<file path="config.mk">
export PLATFORM = sky130hd
export DESIGN_NAME = dma_split_chan
export DESIGN_NICKNAME = d
export VERILOG_FILES = /design/src/rtl/dsc_pkg.sv /design/src/rtl/stage_fifo.sv /design/src/rtl/xfer_counter.sv /design/src/rtl/burst_drain.sv /design/src/rtl/chan_fsm.sv /design/src/rtl/dma_split_chan.sv
export SDC_FILE = /design/constraint.sdc
export NUM_CORES = 1
export LEC_CHECK = 0
export ABC_AREA = 1
export CAP_MARGIN = 40
export CORE_ASPECT_RATIO = 1.75
export CORE_UTILIZATION = 38
export CTS_BUF_LIST = sky130_fd_sc_hd__clkbuf_4
export CTS_CLUSTER_DIAMETER = 50
export CTS_CLUSTER_SIZE = 30
export DETAILED_ROUTE_END_ITERATION = 8
export PLACE_DENSITY_LB_ADDON = 0.12
export SLEW_MARGIN = 20
export SYNTH_ARGS = -nofsm -noshare
export SYNTH_HDL_FRONTEND = slang
export SYNTH_SLANG_ARGS = --single-unit
</file>
<file path="constraint.sdc">
create_clock -name clk -period 5.04 [get_ports clk]
set_input_delay 1.008 -clock clk [delete_from_list [all_inputs] [get_ports clk]]
set_output_delay 1.008 -clock clk [all_outputs]
set_load 0.02 [all_outputs]
</file>
<file path="src/rtl/dsc_pkg.sv">
package dsc_pkg;

    typedef enum logic [1:0] {
        ST_IDLE  = 2'd0,
        ST_RUN   = 2'd1,
        ST_FLUSH = 2'd2,
        ST_DONE  = 2'd3
    } chan_state_t;

endpackage

</file>
<file path="src/rtl/stage_fifo.sv">
module stage_fifo #(
    parameter int DATA_W = 16,
    parameter int DEPTH  = 8,
    localparam int AW    = (DEPTH > 1) ? $clog2(DEPTH) : 1,
    localparam int CW    = $clog2(DEPTH + 1)
) (
    input  logic              clk,
    input  logic              rst_n,
    input  logic              push,
    input  logic [DATA_W-1:0] push_data,
    input  logic              pop,
    output logic [DATA_W-1:0] head_data,
    output logic [CW-1:0]     fill,
    output logic              full,
    output logic              empty
);

    localparam logic [AW-1:0] LAST_IDX = AW'(DEPTH - 1);
    localparam logic [CW-1:0] DEPTH_C  = CW'(DEPTH);

    logic [DATA_W-1:0] store [DEPTH];
    logic [AW-1:0]     wr_ptr;
    logic [AW-1:0]     rd_ptr;

    always_ff @(posedge clk) begin
        if (push) begin
            store[wr_ptr] <= push_data;
        end
    end

    always_ff @(posedge clk) begin
        if (!rst_n) begin
            wr_ptr <= '0;
            rd_ptr <= '0;
            fill   <= '0;
        end else begin
            if (push) begin
                wr_ptr <= (wr_ptr == LAST_IDX) ? '0 : wr_ptr + 1'b1;
            end
            if (pop) begin
                rd_ptr <= (rd_ptr == LAST_IDX) ? '0 : rd_ptr + 1'b1;
            end
            unique case ({push, pop})
                2'b10:   fill <= fill + 1'b1;
                2'b01:   fill <= fill - 1'b1;
                default: fill <= fill;
            endcase
        end
    end

    always_comb begin
        head_data = store[rd_ptr];
        full      = (fill == DEPTH_C);
        empty     = (fill == '0);
    end

    AST_NO_OVERFLOW: assert property (@(posedge clk) disable iff (!rst_n)
        push |-> (fill < DEPTH_C));
    AST_NO_UNDERFLOW: assert property (@(posedge clk) disable iff (!rst_n)
        pop |-> (fill != '0));

endmodule

</file>
<file path="src/rtl/xfer_counter.sv">
module xfer_counter #(
    parameter int CNT_W = 16
) (
    input  logic             clk,
    input  logic             rst_n,
    input  logic             load,
    input  logic [CNT_W-1:0] load_val,
    input  logic             dec,
    output logic [CNT_W-1:0] value
);

    always_ff @(posedge clk) begin
        if (!rst_n) begin
            value <= '0;
        end else if (load) begin
            value <= load_val;
        end else if (dec) begin
            value <= value - 1'b1;
        end
    end

    AST_NO_WRAP: assert property (@(posedge clk) disable iff (!rst_n)
        (dec && !load) |-> (value != '0));

endmodule

</file>
<file path="src/rtl/burst_drain.sv">
module burst_drain #(
    parameter int DEPTH = 8,
    parameter int BURST = 4,
    localparam int CW   = $clog2(DEPTH + 1),
    localparam int BW   = $clog2(BURST + 1)
) (
    input  logic          clk,
    input  logic          rst_n,
    input  logic          flush_mode,
    input  logic [CW-1:0] fill,
    input  logic          snk_ready,
    output logic          snk_valid,
    output logic          pop,
    output logic          busy
);

    localparam logic [CW-1:0] BURST_F = CW'(BURST);
    localparam logic [BW-1:0] BURST_B = BW'(BURST);

    logic [BW-1:0] beats_left;

    always_ff @(posedge clk) begin
        if (!rst_n) begin
            beats_left <= '0;
        end else if (beats_left == '0) begin
            if (fill >= BURST_F) begin
                beats_left <= BURST_B;
            end else if (flush_mode && (fill != '0)) begin
                beats_left <= BW'(fill);
            end
        end else if (pop) begin
            beats_left <= beats_left - 1'b1;
        end
    end

    always_comb begin
        busy      = (beats_left != '0);
        snk_valid = busy;
        pop       = snk_valid && snk_ready;
    end

    AST_BURST_HELD: assert property (@(posedge clk) disable iff (!rst_n)
        (snk_valid && !snk_ready) |=> snk_valid);

endmodule

</file>
<file path="src/rtl/chan_fsm.sv">
module chan_fsm
    import dsc_pkg::*;
(
    input  logic        clk,
    input  logic        rst_n,
    input  logic        cfg_en,
    input  logic        wr_zero,
    input  logic        buf_empty,
    input  logic        burst_busy,
    output chan_state_t state,
    output logic        load,
    output logic        run,
    output logic        flush_mode,
    output logic        chan_idle,
    output logic        chan_done
);

    chan_state_t state_nx;
    logic        en_q;
    logic        en_rise;

    assign en_rise = cfg_en && !en_q;

    always_ff @(posedge clk) begin
        if (!rst_n) begin
            state <= ST_IDLE;
            en_q  <= 1'b0;
        end else begin
            state <= state_nx;
            en_q  <= cfg_en;
        end
    end

    always_comb begin
        state_nx = state;
        load     = 1'b0;
        unique case (state)
            ST_IDLE: begin
                if (en_rise) begin
                    state_nx = ST_RUN;
                    load     = 1'b1;
                end
            end
            ST_RUN: begin
                if (!cfg_en) begin
                    state_nx = ST_FLUSH;
                end else if (wr_zero) begin
                    state_nx = ST_DONE;
                end
            end
            ST_FLUSH: begin
                if (buf_empty && !burst_busy) begin
                    state_nx = ST_IDLE;
                end
            end
            ST_DONE: begin
                if (!cfg_en) begin
                    state_nx = ST_IDLE;
                end
            end
            default: state_nx = ST_IDLE;
        endcase
    end

    always_comb begin
        run        = (state == ST_RUN);
        flush_mode = (state == ST_FLUSH);
        chan_idle  = (state == ST_IDLE);
        chan_done  = (state == ST_DONE);
    end

    AST_DONE_AT_ZERO: assert property (@(posedge clk) disable iff (!rst_n)
        chan_done |-> wr_zero);
    AST_FLUSH_LEAVES_EMPTY: assert property (@(posedge clk) disable iff (!rst_n)
        ((state == ST_IDLE) && ($past(state) == ST_FLUSH)) |-> buf_empty);

endmodule

</file>
<file path="src/rtl/dma_split_chan.sv">
module dma_split_chan
    import dsc_pkg::*;
#(
    parameter int DATA_W = 16,
    parameter int CNT_W  = 16,
    parameter int BURST  = 4,
    parameter int DEPTH  = 8
) (
    input  logic              clk,
    input  logic              rst_n,
    input  logic              cfg_en,
    input  logic [CNT_W-1:0]  cfg_count,
    input  logic              src_valid,
    input  logic [DATA_W-1:0] src_data,
    output logic              src_ready,
    output logic              snk_valid,
    output logic [DATA_W-1:0] snk_data,
    input  logic              snk_ready,
    output logic [CNT_W-1:0]  rd_remain,
    output logic [CNT_W-1:0]  wr_remain,
    output logic              chan_idle,
    output logic              chan_done
);

    localparam int CW = $clog2(DEPTH + 1);
    localparam logic [CW-1:0] BURST_F = CW'(BURST);

    chan_state_t   state;
    logic          load;
    logic          run;
    logic          flush_mode;
    logic          push;
    logic          pop;
    logic          buf_full;
    logic          buf_empty;
    logic          burst_busy;
    logic [CW-1:0] fill;

    always_comb begin
        src_ready = run && !buf_full && (rd_remain != '0);
        push      = src_valid && src_ready;
    end

    chan_fsm u_fsm (
        .clk        (clk),
        .rst_n      (rst_n),
        .cfg_en     (cfg_en),
        .wr_zero    (wr_remain == '0),
        .buf_empty  (buf_empty),
        .burst_busy (burst_busy),
        .state      (state),
        .load       (load),
        .run        (run),
        .flush_mode (flush_mode),
        .chan_idle  (chan_idle),
        .chan_done  (chan_done)
    );

    stage_fifo #(
        .DATA_W (DATA_W),
        .DEPTH  (DEPTH)
    ) u_buf (
        .clk       (clk),
        .rst_n     (rst_n),
        .push      (push),
        .push_data (src_data),
        .pop       (pop),
        .head_data (snk_data),
        .fill      (fill),
        .full      (buf_full),
        .empty     (buf_empty)
    );

    burst_drain #(
        .DEPTH (DEPTH),
        .BURST (BURST)
    ) u_drain (
        .clk        (clk),
        .rst_n      (rst_n),
        .flush_mode (flush_mode),
        .fill       (fill),
        .snk_ready  (snk_ready),
        .snk_valid  (snk_valid),
        .pop        (pop),
        .busy       (burst_busy)
    );

    xfer_counter #(.CNT_W(CNT_W)) u_rd_cnt (
        .clk      (clk),
        .rst_n    (rst_n),
        .load     (load),
        .load_val (cfg_count),
        .dec      (push),
        .value    (rd_remain)
    );

    xfer_counter #(.CNT_W(CNT_W)) u_wr_cnt (
        .clk      (clk),
        .rst_n    (rst_n),
        .load     (load),
        .load_val (cfg_count),
        .dec      (pop),
        .value    (wr_remain)
    );

    AST_COUNT_GAP: assert property (@(posedge clk) disable iff (!rst_n)
        (wr_remain - rd_remain) == CNT_W'(fill));
    AST_PARTIAL_HELD: assert property (@(posedge clk) disable iff (!rst_n)
        (run && (fill < BURST_F) && !snk_valid) |=> !snk_valid);
    AST_IDLE_NO_READ: assert property (@(posedge clk) disable iff (!rst_n)
        chan_idle |-> !push);
    AST_DONE_NO_READ: assert property (@(posedge clk) disable iff (!rst_n)
        chan_done |-> !src_ready);

endmodule

</file>
== Yosys cells after proc, flatten, opt, wreduce, memory -nomap -nowiden ==
Memories as Yosys holds them, arrays and structs flattened. A register that Yosys moved wholly into a read port is not among the register bits.
Cells that the tools add are included.

* Bits in registers: 48
* Memory bits (writable): 128
* Input bits: 37
* Output and inout port bits: 52
* Memories kept: 1

{| class="wikitable"
|+ Memories
! name !! words !! width !! read ports !! clocked after Yosys merged registers in !! write ports !! RTL line !! text
|-
| u_buf.store || 8 || 16 || 1 || 1 || 1 || stage_fifo.sv:21 || <nowiki>logic [DATA_W-1:0] store [DEPTH];</nowiki>
|}

* Add/sub/neg operators: 7
* Order comparisons: 1
* Eq/ne operators: 13
* Multiplexer cells: 23
* Reductions and logical operators: 23

{| class="wikitable"
|+ Operators by type and width
! cell !! number
|-
| two-way mux 16 bit || 4
|-
| subtractor 16 x 1 -> 16 bit, second input constant || 2
|-
| two-way mux 3 bit || 8
|-
| zero test 16 bit || 1
|-
| nonzero test 16 bit || 1
|-
| two-way mux 2 bit || 5
|-
| one-hot mux 2 bit (4 select lines) || 1
|-
| one-hot mux 4 bit (2 select lines) || 1
|-
| nonzero test 2 bit || 4
|-
| logical AND 1 bit || 7
|-
| adder 3 x 1 -> 3 bit, second input constant || 2
|-
| equality test 2 bit, second input constant || 3
|-
| equality test 3 bit, second input constant || 2
|-
| adder 4 x 1 -> 4 bit, second input constant || 1
|-
| equality test 2 x 1 -> 1 bit, second input constant || 2
|-
| equality test 4 bit, second input constant || 1
|-
| >= comparator 4 x 3 -> 1 bit, second input constant || 1
|-
| zero test 4 bit || 1
|-
| two-way mux 1 bit || 4
|-
| inequality test 2 bit, second input constant || 2
|-
| AND reduction 4 bit || 1
|-
| nonzero test 4 bit || 1
|-
| subtractor 4 x 1 -> 4 bit, second input constant || 1
|-
| zero test 1 bit || 3
|-
| 8 further kinds || 8
|}

== Longest topological paths before layout ==
Gate-level depths: netlist (run 1).

* Word-level depth: 7
* Mapped depth: 15

== By module ==
A second synthesis (run 1) with hierarchy kept.

* Cell total of the unflattened synthesis: 873
* Area, all modules: 8408.1 µm²

{| class="wikitable"
|+ By module, submodules not included
! module !! instances !! cells an instance !! area an instance (µm²)
|-
| stage_fifo || 1 || 450 || 5675.4
|-
| xfer_counter || 2 || 159 || 1057.3
|-
| burst_drain || 1 || 45 || 306.5
|-
| chan_fsm || 1 || 28 || 178.9
|-
| dma_split_chan || 1 || 32 || 132.6
|}

== Worst setup path before layout (run 1) ==
Ideal clock, no wire load.

* Kind: register to register
* Start: reg u_rd_cnt.value[0]
* End: mem u_buf.store[1][0], enable pin
* Setup time: 0.388 ns
* Arrival: 2.106 ns
* Required time: 4.652 ns
* Setup slack: 2.546 ns
* Cell stages (with the launch flop): 11
* Path buffers: 1
* Path through: dfxtp_1 inv_1 ha_1 nand2_2 nor2_4 nand2_2 nand3_4 buf_6 inv_1 nand2_1 nor2_1

* Cells in the longest elaborated chain, start to end: 5

{| class="wikitable"
|+ RTL lines
! item !! RTL line !! text
|-
| start: declaration || xfer_counter.sv:9 || <nowiki>output logic [CNT_W-1:0] value</nowiki>
|-
| start signal: assignment || xfer_counter.sv:16 || <nowiki>value <= load_val;</nowiki>
|-
| start signal: assignment || xfer_counter.sv:18 || <nowiki>value <= value - 1'b1;</nowiki>
|-
| nonzero test 16 bit || dma_split_chan.sv:40 || <nowiki>src_ready = run && !buf_full && (rd_remain != '0);</nowiki>
|-
| logical AND 1 bit || dma_split_chan.sv:40 ||
|-
| logical AND 1 bit || dma_split_chan.sv:41 || <nowiki>push = src_valid && src_ready;</nowiki>
|-
| two-way mux 1 bit || stage_fifo.sv:26 || <nowiki>if (push) begin</nowiki>
|-
| two-way mux 1 bit (implied by the code) || stage_fifo.sv:27 || <nowiki>store[wr_ptr] <= push_data;</nowiki>
|-
| end: declaration || stage_fifo.sv:21 ||
|}

Every way passes these cells.

==> reports/metrics.csv, run 1 <==
stage;metric;value;unit
worst_setup_path;r2r-end;u_buf.fill[2]$_SDFFE_PN0P_;
pwr;total_power;0.004735;W
timing;setup_viol;0;
timing;fin_worst_skew;0.02058;ns
cts;cts_root_buf;clkbuf_4;
pwr;power_switching;0.001948;W
worst_setup_path;r2r_slack;2.47;ns
cts;htreeDepth;4;
pwr;power.clock.fraction;15.8;%
global_routing;grt_pass1_wl;31650;um
global_routing;grt_usage;18.90;%
cts;cts_buffers;17;
timing;rsz0062_at_grt;no;
timing;max_clock_freq;259.3;MHz
detailed_routing;vias;6289;
min_path;hp-class;register to register;
pwr;worst_ir_drop_vdd;0.0002191;V
global_routing;grt_max_degree;65;
worst_setup_path;path_common_cell;nand2_1;
worst_setup_path;endpoint_kind;primary output;
global_routing;first_global_vias;6223;
floorplanning;dieArea;22180;um^2
synthesis;syn-cell-area;8194;um^2
floorplanning;initial_core_util;38.98;%
detailed_routing;ant_nets;0;
synthesis;synthFlopType;edfxtp_1;
cts;cts_setup_buffers;0;
placement;io_buffer_count;88;
synthesis;yosysSeqAreaShare;59.37;%
cts;clock_latency;0.58;ns
worst_setup_path;critPathKind;register to primary output;
detailed_routing;drt_iter0_drc;274;
timing;fin_ws;1.184;ns
pwr;pwr-share-seq;39.4;%
floorplanning;rows;70;
cts;cts_tree;yes;
cts;cts_num_sinks;179;
timing;max_slew_margin;54.26;%
synthesis;ys.warnings.count;0;
synthesis;syn_nets;926;
final_layout;multi_input_area;2890;um^2
timing;fin_tns_setup;0;ns
timing;finalHoldViolCount;0;
worst_setup_path;path_cells;inv_2 -> buf_4 -> nor2_1 -> o32ai_1 -> nand2_1 -> nand2_1 -> clkdlybuf4s50_1;
global_routing;grt_overflow;0;
placement;dp_worst_setup_slack;1.711;ns
final_layout;final_nets;1009;
cts;ctsHoldBuffers;0;
timing;timing.hold.ws;0.4916;ns
worst_setup_path;crit_end;snk_data[11];
job;cap_violations;0;
final_layout;fillCellCount;2074;
floorplanning;dieHeight;196.3;um
timing;worst_pin_slew;0.6853;ns
cts;clk_pin_slew;0.14;ns
synthesis;synth_top_area_share;46.91;%
worst_setup_path;cp_max_fo;40;
synthesis;synthArstFlopShare;0;%
pwr;power.leakage;3.655;nW
detailed_routing;wirelength;20280;um
worst_setup_path;slowest_delay;0.61;ns
worst_setup_path;cp.required;4.03;ns
final_layout;regArea;4867;um^2
cts;clockBufferDepth;2;
floorplanning;core;21020;um^2
worst_setup_path;crit_family;buffers and inverters;
final_layout;area_growth;16.92;%
worst_setup_path;cpMaxStageDelayCell;clkdlybuf4s50_1;
run_status;status;completed;
floorplanning;die_w;113.0;um
synthesis;synth-seq-cells;179;
synthesis;netlist_instances;877;
cts;ctsResizeCount;0;
detailed_routing;firstDrtPassIters;5;
worst_setup_path;cp.depth;7;
pwr;pwr-share-comb;44.8;%
global_routing;antenna_found_initial;1;
detailed_routing;drc;0;
synthesis;synth_commonest_cells;nor2_1, nand2_1, edfxtp_1;
worst_setup_path;reg2reg_from;u_drain.beats_left[0]$_SDFFE_PN0P_;
synthesis;synth_area_per_cell;9.343;um^2
placement;dp_hpwl;13660;um
synthesis;ys_top_cells_by_area;edfxtp_1, dfxtp_1, nor2_1;
pwr;p_per_area;494.3;nW/um^2
timing;finalCriticalPeriod;3.856;ns
worst_setup_path;worst-r2r-cell-count;12;
detailed_routing;viasPerCell;5.130;
detailed_routing;drt-wirelength-per-cell;16.54;um
synthesis;yosysMostFrequentCell;nor2_1;
worst_setup_path;startpoint_type;register;
pwr;internal_power;0.002788;W
synthesis;yosys.area.top_type;edfxtp_1;
worst_setup_path;cp_num_buf_inv;3;
synthesis;ys_types;40;
synthesis;synth_edf_count;128;
floorplanning;ios;89;
placement;gp_congestion;0.8886;
timing;timing.final.max_slew_violations;0;
final_layout;drive_gt1_share;7.708;%
timing;min_period_over_period;76.52;%
pwr;sw_frac_of_total;41.13;%
worst_setup_path;crit_arrival;2.85;ns
==> logic make-up (layout without fill, tap and decap cells) <==
kind of cell               count (synthesis)  in the layout  synth area share [%]
xor gates and xnor gates                   6              6                0.6413
and+or+nand+nor                          417            417                 20.95
AOI/OAI and AO/OA                        160            160                 11.70
DFF                                      179            179                 59.37
adders and majority gates                 12             12                 1.832
other                                      0              1                     0
buffers and inverters                    103            199                 5.512
==> worst min-delay path: cells and delay by family, from the launching register on <==
family | cells | cell delay (ns)
compound gates | 1 | 0.06
flops | 1 | 0.35
simple gates | 1 | 0.06
==> layer usage <==
layer / part of all wire, % / GRT usage, %
met5: 0 / 0
met3: 3.7 / 3.398
met4: 3.7 / 9.942
met1: 39 / 20.07
met2: 54 / 35.04
==> stage by stage <==
| step | cell area, um^2 | utilization, % | cells |
|---|---|---|---|
| 2_1_floorplan | 8194 | - | 877 |
| 3_3_place_gp | 9265 | 44.08 | 1188 |
| 3_5_place_dp | 9333 | 44.40 | 1193 |
| 4_1_cts | 9578 | 45.57 | 1225 |
| 5_1_grt | 9580 | 45.58 | 1226 |
| 6_report | 9580 | 45.58 | 1226 |
==> power by group through the flow <==
stage	clock [W]	sequential [W]	combinational, W
global placement	0	0.00190	0.00213
CTS	0.000784	0.00187	0.00215
finish	0.000749	0.00186	0.00212
detailed placement	0	0.00190	0.00214
floorplan	0	0.00194	0.00137
global route	0.000831	0.00189	0.00236
==> cell type report <==
type | count | share of cell area, %
diodes | 1 | 0.02612
clock buffers | 21 | 1.646
clock inverters | 11 | 0.9142
inverters | 65 | 2.547
multi-input cells | 595 | 30.17
flip-flops and latches | 179 | 50.80
well taps | 252 | 3.291
repair buffers | 102 | 10.60
==> cells in the final DEF (no fill, tap or decap), drive strengths merged <==
cell type,count
o22ai,2
nand3b,5
nor2,202
clkinvlp,3
ha,12
a21oi,35
inv,71
nand2,165
bufinv,1
clkdlybuf4s50,88
o211ai,2
xor2,5
dfxtp,51
clkbuf,21
o21ai,79
or2,2
nor3b,1
clkinv,1
diode,1
edfxtp,128
a211oi,2
buf,14
nand3,30
o21bai,2
xnor2,1
o211a,1
o32ai,32
nand4,8
nor3,3
and2,1
a31oi,5
==> flip-flops by register name, indices dropped and copies added (netlist names), named ones only <==
name and count:
u_wr_cnt.value 16, u_buf.wr_ptr 3, u_buf.rd_ptr 3, u_buf.store 128, u_buf.fill 4, u_fsm.en_q 1
u_rd_cnt.value 16, u_fsm.state 2, u_drain.beats_left 3
==> worst min-delay path by stage <==
stage                                             startpoint                                 end  slack (ns)  depth (start not counted)
final                     u_drain.beats_left[2]$_SDFFE_PN0P_  u_drain.beats_left[2]$_SDFFE_PN0P_        0.49                          2
after global routing      u_drain.beats_left[2]$_SDFFE_PN0P_  u_drain.beats_left[2]$_SDFFE_PN0P_        0.53                          2
after CTS                 u_drain.beats_left[2]$_SDFFE_PN0P_  u_drain.beats_left[2]$_SDFFE_PN0P_        0.49                          2
after detailed placement  u_drain.beats_left[2]$_SDFFE_PN0P_  u_drain.beats_left[2]$_SDFFE_PN0P_        0.47                          2
after global placement    u_drain.beats_left[2]$_SDFFE_PN0P_  u_drain.beats_left[2]$_SDFFE_PN0P_        0.47                          2
after floorplan           u_drain.beats_left[1]$_SDFFE_PN0P_  u_drain.beats_left[1]$_SDFFE_PN0P_        0.46                          2
No activity file was read; power rests on OpenSTA's default activity.
==> run 2: changes to the inputs <==
clock period = 3.4 ns   (was 5.04 ns; I/O delays follow)
==> run 2 against run 1 <==
Global-route usage rose by 0.92 points. Register-to-register slack got worse by 1.7 ns. Clock skew rose by 0.0062 ns. Setup slack got worse by 0.97 ns. Via count rose by 1.8%. Die area did not move. Sequential power rose by 51%. Total power rose by 52%. Critical path depth did not move. Worst hold slack got worse by 0.00083 ns.
==> reports/metrics.csv, run 2 (synthesis gave the netlist of run 1 again) <==
stage;metric;value;unit;change
detailed_routing;firstDrtPassIters;6;;was 5
pwr;worst_ir_drop_vdd;0.0003244;V;was 0.0002191 V
timing;timing.final.max_slew_violations;0;;unchanged
global_routing;busiest_layer;met2;;unchanged
final_layout;drive_gt1_share;8.452;%;was 7.708%
detailed_routing;ant_nets;0;;unchanged
final_layout;regMostFlops;u_buf.store;;unchanged
timing;max_slew_margin;52.69;%;was 54.26%
timing;finalHoldViolCount;0;;unchanged
placement;io_buffer_count;88;;unchanged
final_layout;regArea;4872;um^2;was 4867 um^2
floorplanning;dieHeight;196.3;um;unchanged
job;cap_violations;0;;unchanged
global_routing;grtUsageMet1;20.55;%;was 20.07%
global_routing;grt_pass1_wl;33200;um;was 31650 um
worst_setup_path;cp_max_fo;34;;was 40
detailed_routing;drt_iter0_drc;336;;was 274
timing;max_clock_freq;313.8;MHz;
floorplanning;rows;70;;unchanged
worst_setup_path;cp.required;2.72;ns;was 4.03 ns
timing;worst_pin_slew;0.7089;ns;was 0.6853 ns
final_layout;reg_top3;u_buf.store: 128 flops, u_rd_cnt.value: 16 flops, u_wr_cnt.value: 16 flops;;unchanged
final_layout;multi_input_area;2890;um^2;unchanged
cts;cts_num_sinks;179;;unchanged
pwr;p_per_area;742.5;nW/um^2;was 494.3 nW/um^2
global_routing;antenna_found_initial;1;;unchanged
detailed_routing;viasPerCell;5.183;;was 5.130
final_layout;fillCellCount;2070;;was 2074
timing;setup_viol;0;;unchanged
final_layout;final_cell_area;9699;um^2;was 9580 um^2
worst_setup_path;cpMaxStageDelayCell;clkdlybuf4s50_1;;unchanged
detailed_routing;vias;6401;;was 6289
final_layout;final_cell_mix;nor2_1, nand2_1, edfxtp_1, clkdlybuf4s50_1, o21ai_0;;unchanged
worst_setup_path;critPathKind;register to primary output;;unchanged
worst_setup_path;startpoint_type;register;;unchanged
cts;htreeDepth;4;;unchanged
floorplanning;ios;89;;unchanged
worst_setup_path;endpoint_kind;primary output;;unchanged
worst_setup_path;path_common_cell;nand2_1;;unchanged
timing;finalCriticalPeriod;3.187;ns;
timing;fin_tns_setup;0;ns;unchanged
cts;clockBufferDepth;2;;unchanged
cts;cts_buffers;17;;unchanged
placement;gp_congestion;0.8376;;was 0.8886
global_routing;grt_usage;19.83;%;was 18.90%
cts;cts_tree;yes;;unchanged
final_layout;final_common_cell;nor2_1;;unchanged
min_path;hp-class;register to register;;unchanged
cts;clock_latency;0.59;ns;was 0.58 ns
global_routing;met3_usage;3.862;%;was 3.398%
detailed_routing;drc;0;;unchanged
global_routing;use_met2;37.67;%;was 35.04%
detailed_routing;wirelength;21050;um;was 20280 um
final_layout;largest_register_ffs;128;;unchanged
placement;placed_cell_area;9380;um^2;was 9333 um^2
run_status;status;completed;;unchanged
cts;cts_root_buf;clkbuf_4;;unchanged
floorplanning;initial_core_util;38.98;%;unchanged
floorplanning;core;21020;um^2;unchanged
final_layout;final_nets;1018;;was 1009
global_routing;first_global_vias;6394;;was 6223
timing;rsz0062_at_grt;no;;unchanged
floorplanning;die_w;113.0;um;unchanged
pwr;total_power;0.007202;W;was 0.004735 W
final_layout;area_growth;18.37;%;was 16.92%
timing;min_period_over_period;93.72;%;
cts;clk_pin_slew;0.14;ns;about the same
worst_setup_path;cp_num_buf_inv;3;;unchanged
worst_setup_path;path_cells;inv_2 -> buf_6 -> nor2_1 -> o32ai_1 -> nand2_1 -> nand2_1 -> clkdlybuf4s50_1;;was inv_2 -> buf_4 -> nor2_1 -> o32ai_1 -> nand2_1 -> nand2_1 -> clkdlybuf4s50_1
global_routing;grt_max_degree;36;;was 65
placement;dp_hpwl;14030;um;was 13660 um
floorplanning;dieArea;22180;um^2;unchanged
global_routing;grt_overflow;0;;unchanged
detailed_routing;drt-wirelength-per-cell;17.04;um;was 16.54 um
pwr;power.leakage;3.721;nW;was 3.655 nW
worst_setup_path;slowest_delay;0.62;ns;was 0.61 ns
final_layout;utilization;46.14;%;was 45.58%
timing;fin_worst_skew;0.02682;ns;was 0.02058 ns
worst_setup_path;crit_arrival;2.51;ns;was 2.85 ns
worst_setup_path;crit_family;buffers and inverters;;unchanged
[run 2: power by group]
| group | leakage, nW | internal [W] | switching [W] | total, W |
|---|---|---|---|---|
| Clock | 0.152 | 0.000443 | 0.000754 | 0.00120 |
| Sequential | 1.57 | 0.00255 | 0.000259 | 0.00281 |
| Combinational | 2.00 | 0.00125 | 0.00194 | 0.00320 |
| Total | 3.72 | 0.00425 | 0.00296 | 0.00720 |
[run 2: path summary, 6_finish.rpt]
path / cells after the start / from / end / slack (ns)
setup / recovery: 7 / register / snk_data[5] / 0.21
hold / removal: 2 / u_drain.beats_left[2]$_SDFFE_PN0P_ / u_drain.beats_left[2]$_SDFFE_PN0P_ / 0.49
setup reg to reg: 9 / u_rd_cnt.value[0]$_SDFFE_PN0P_ / u_buf.store[4][10]$_DFFE_PP_ / 0.81
hold reg to reg: 2 / u_drain.beats_left[2]$_SDFFE_PN0P_ / u_drain.beats_left[2]$_SDFFE_PN0P_ / 0.49
[run 2: layer usage]
metal | vias up | wire (um)
met5 | - | 0
met4 | 0 | 681
met3 | 31 | 753
met2 | 165 | 11560
met1 | 3021 | 8047
li1 | 3184 | -
[run 2: stage by stage]
stage	hold WS [ns]	worst slack, ns	std cells
floorplan	0.4561	0.9058	877
global placement	0.4741	0.5987	1200
detailed placement	0.4754	0.5749	1200
CTS	0.4953	0.01589	1232
global route	0.5138	0.02489	1235
finish	0.4908	0.2134	1235
[run 2: tightest hold or removal path: cells and delay by family, from the launching register on]
family,cells,cell delay [ns]
AO/OA/AOI/OAI,1,0.06
flip-flops,1,0.34
AND/OR/NAND/NOR,1,0.06
[run 2: timing repair]
action	CTS	global route
setup endpoints to repair	13	11
buffers inserted	0	2
cloned	0	0
resized for setup	2	1
hold buffers	0	0
[run 2: cell type report]
class	count	share of cell area, %
repair buffers	111	11.24
flip-flops and latches	179	50.23
clock inverters	15	1.625
diodes	1	0.02580
inverters	65	2.515
clock buffers	17	1.316
well taps	252	3.251
multi-input cells	595	29.80
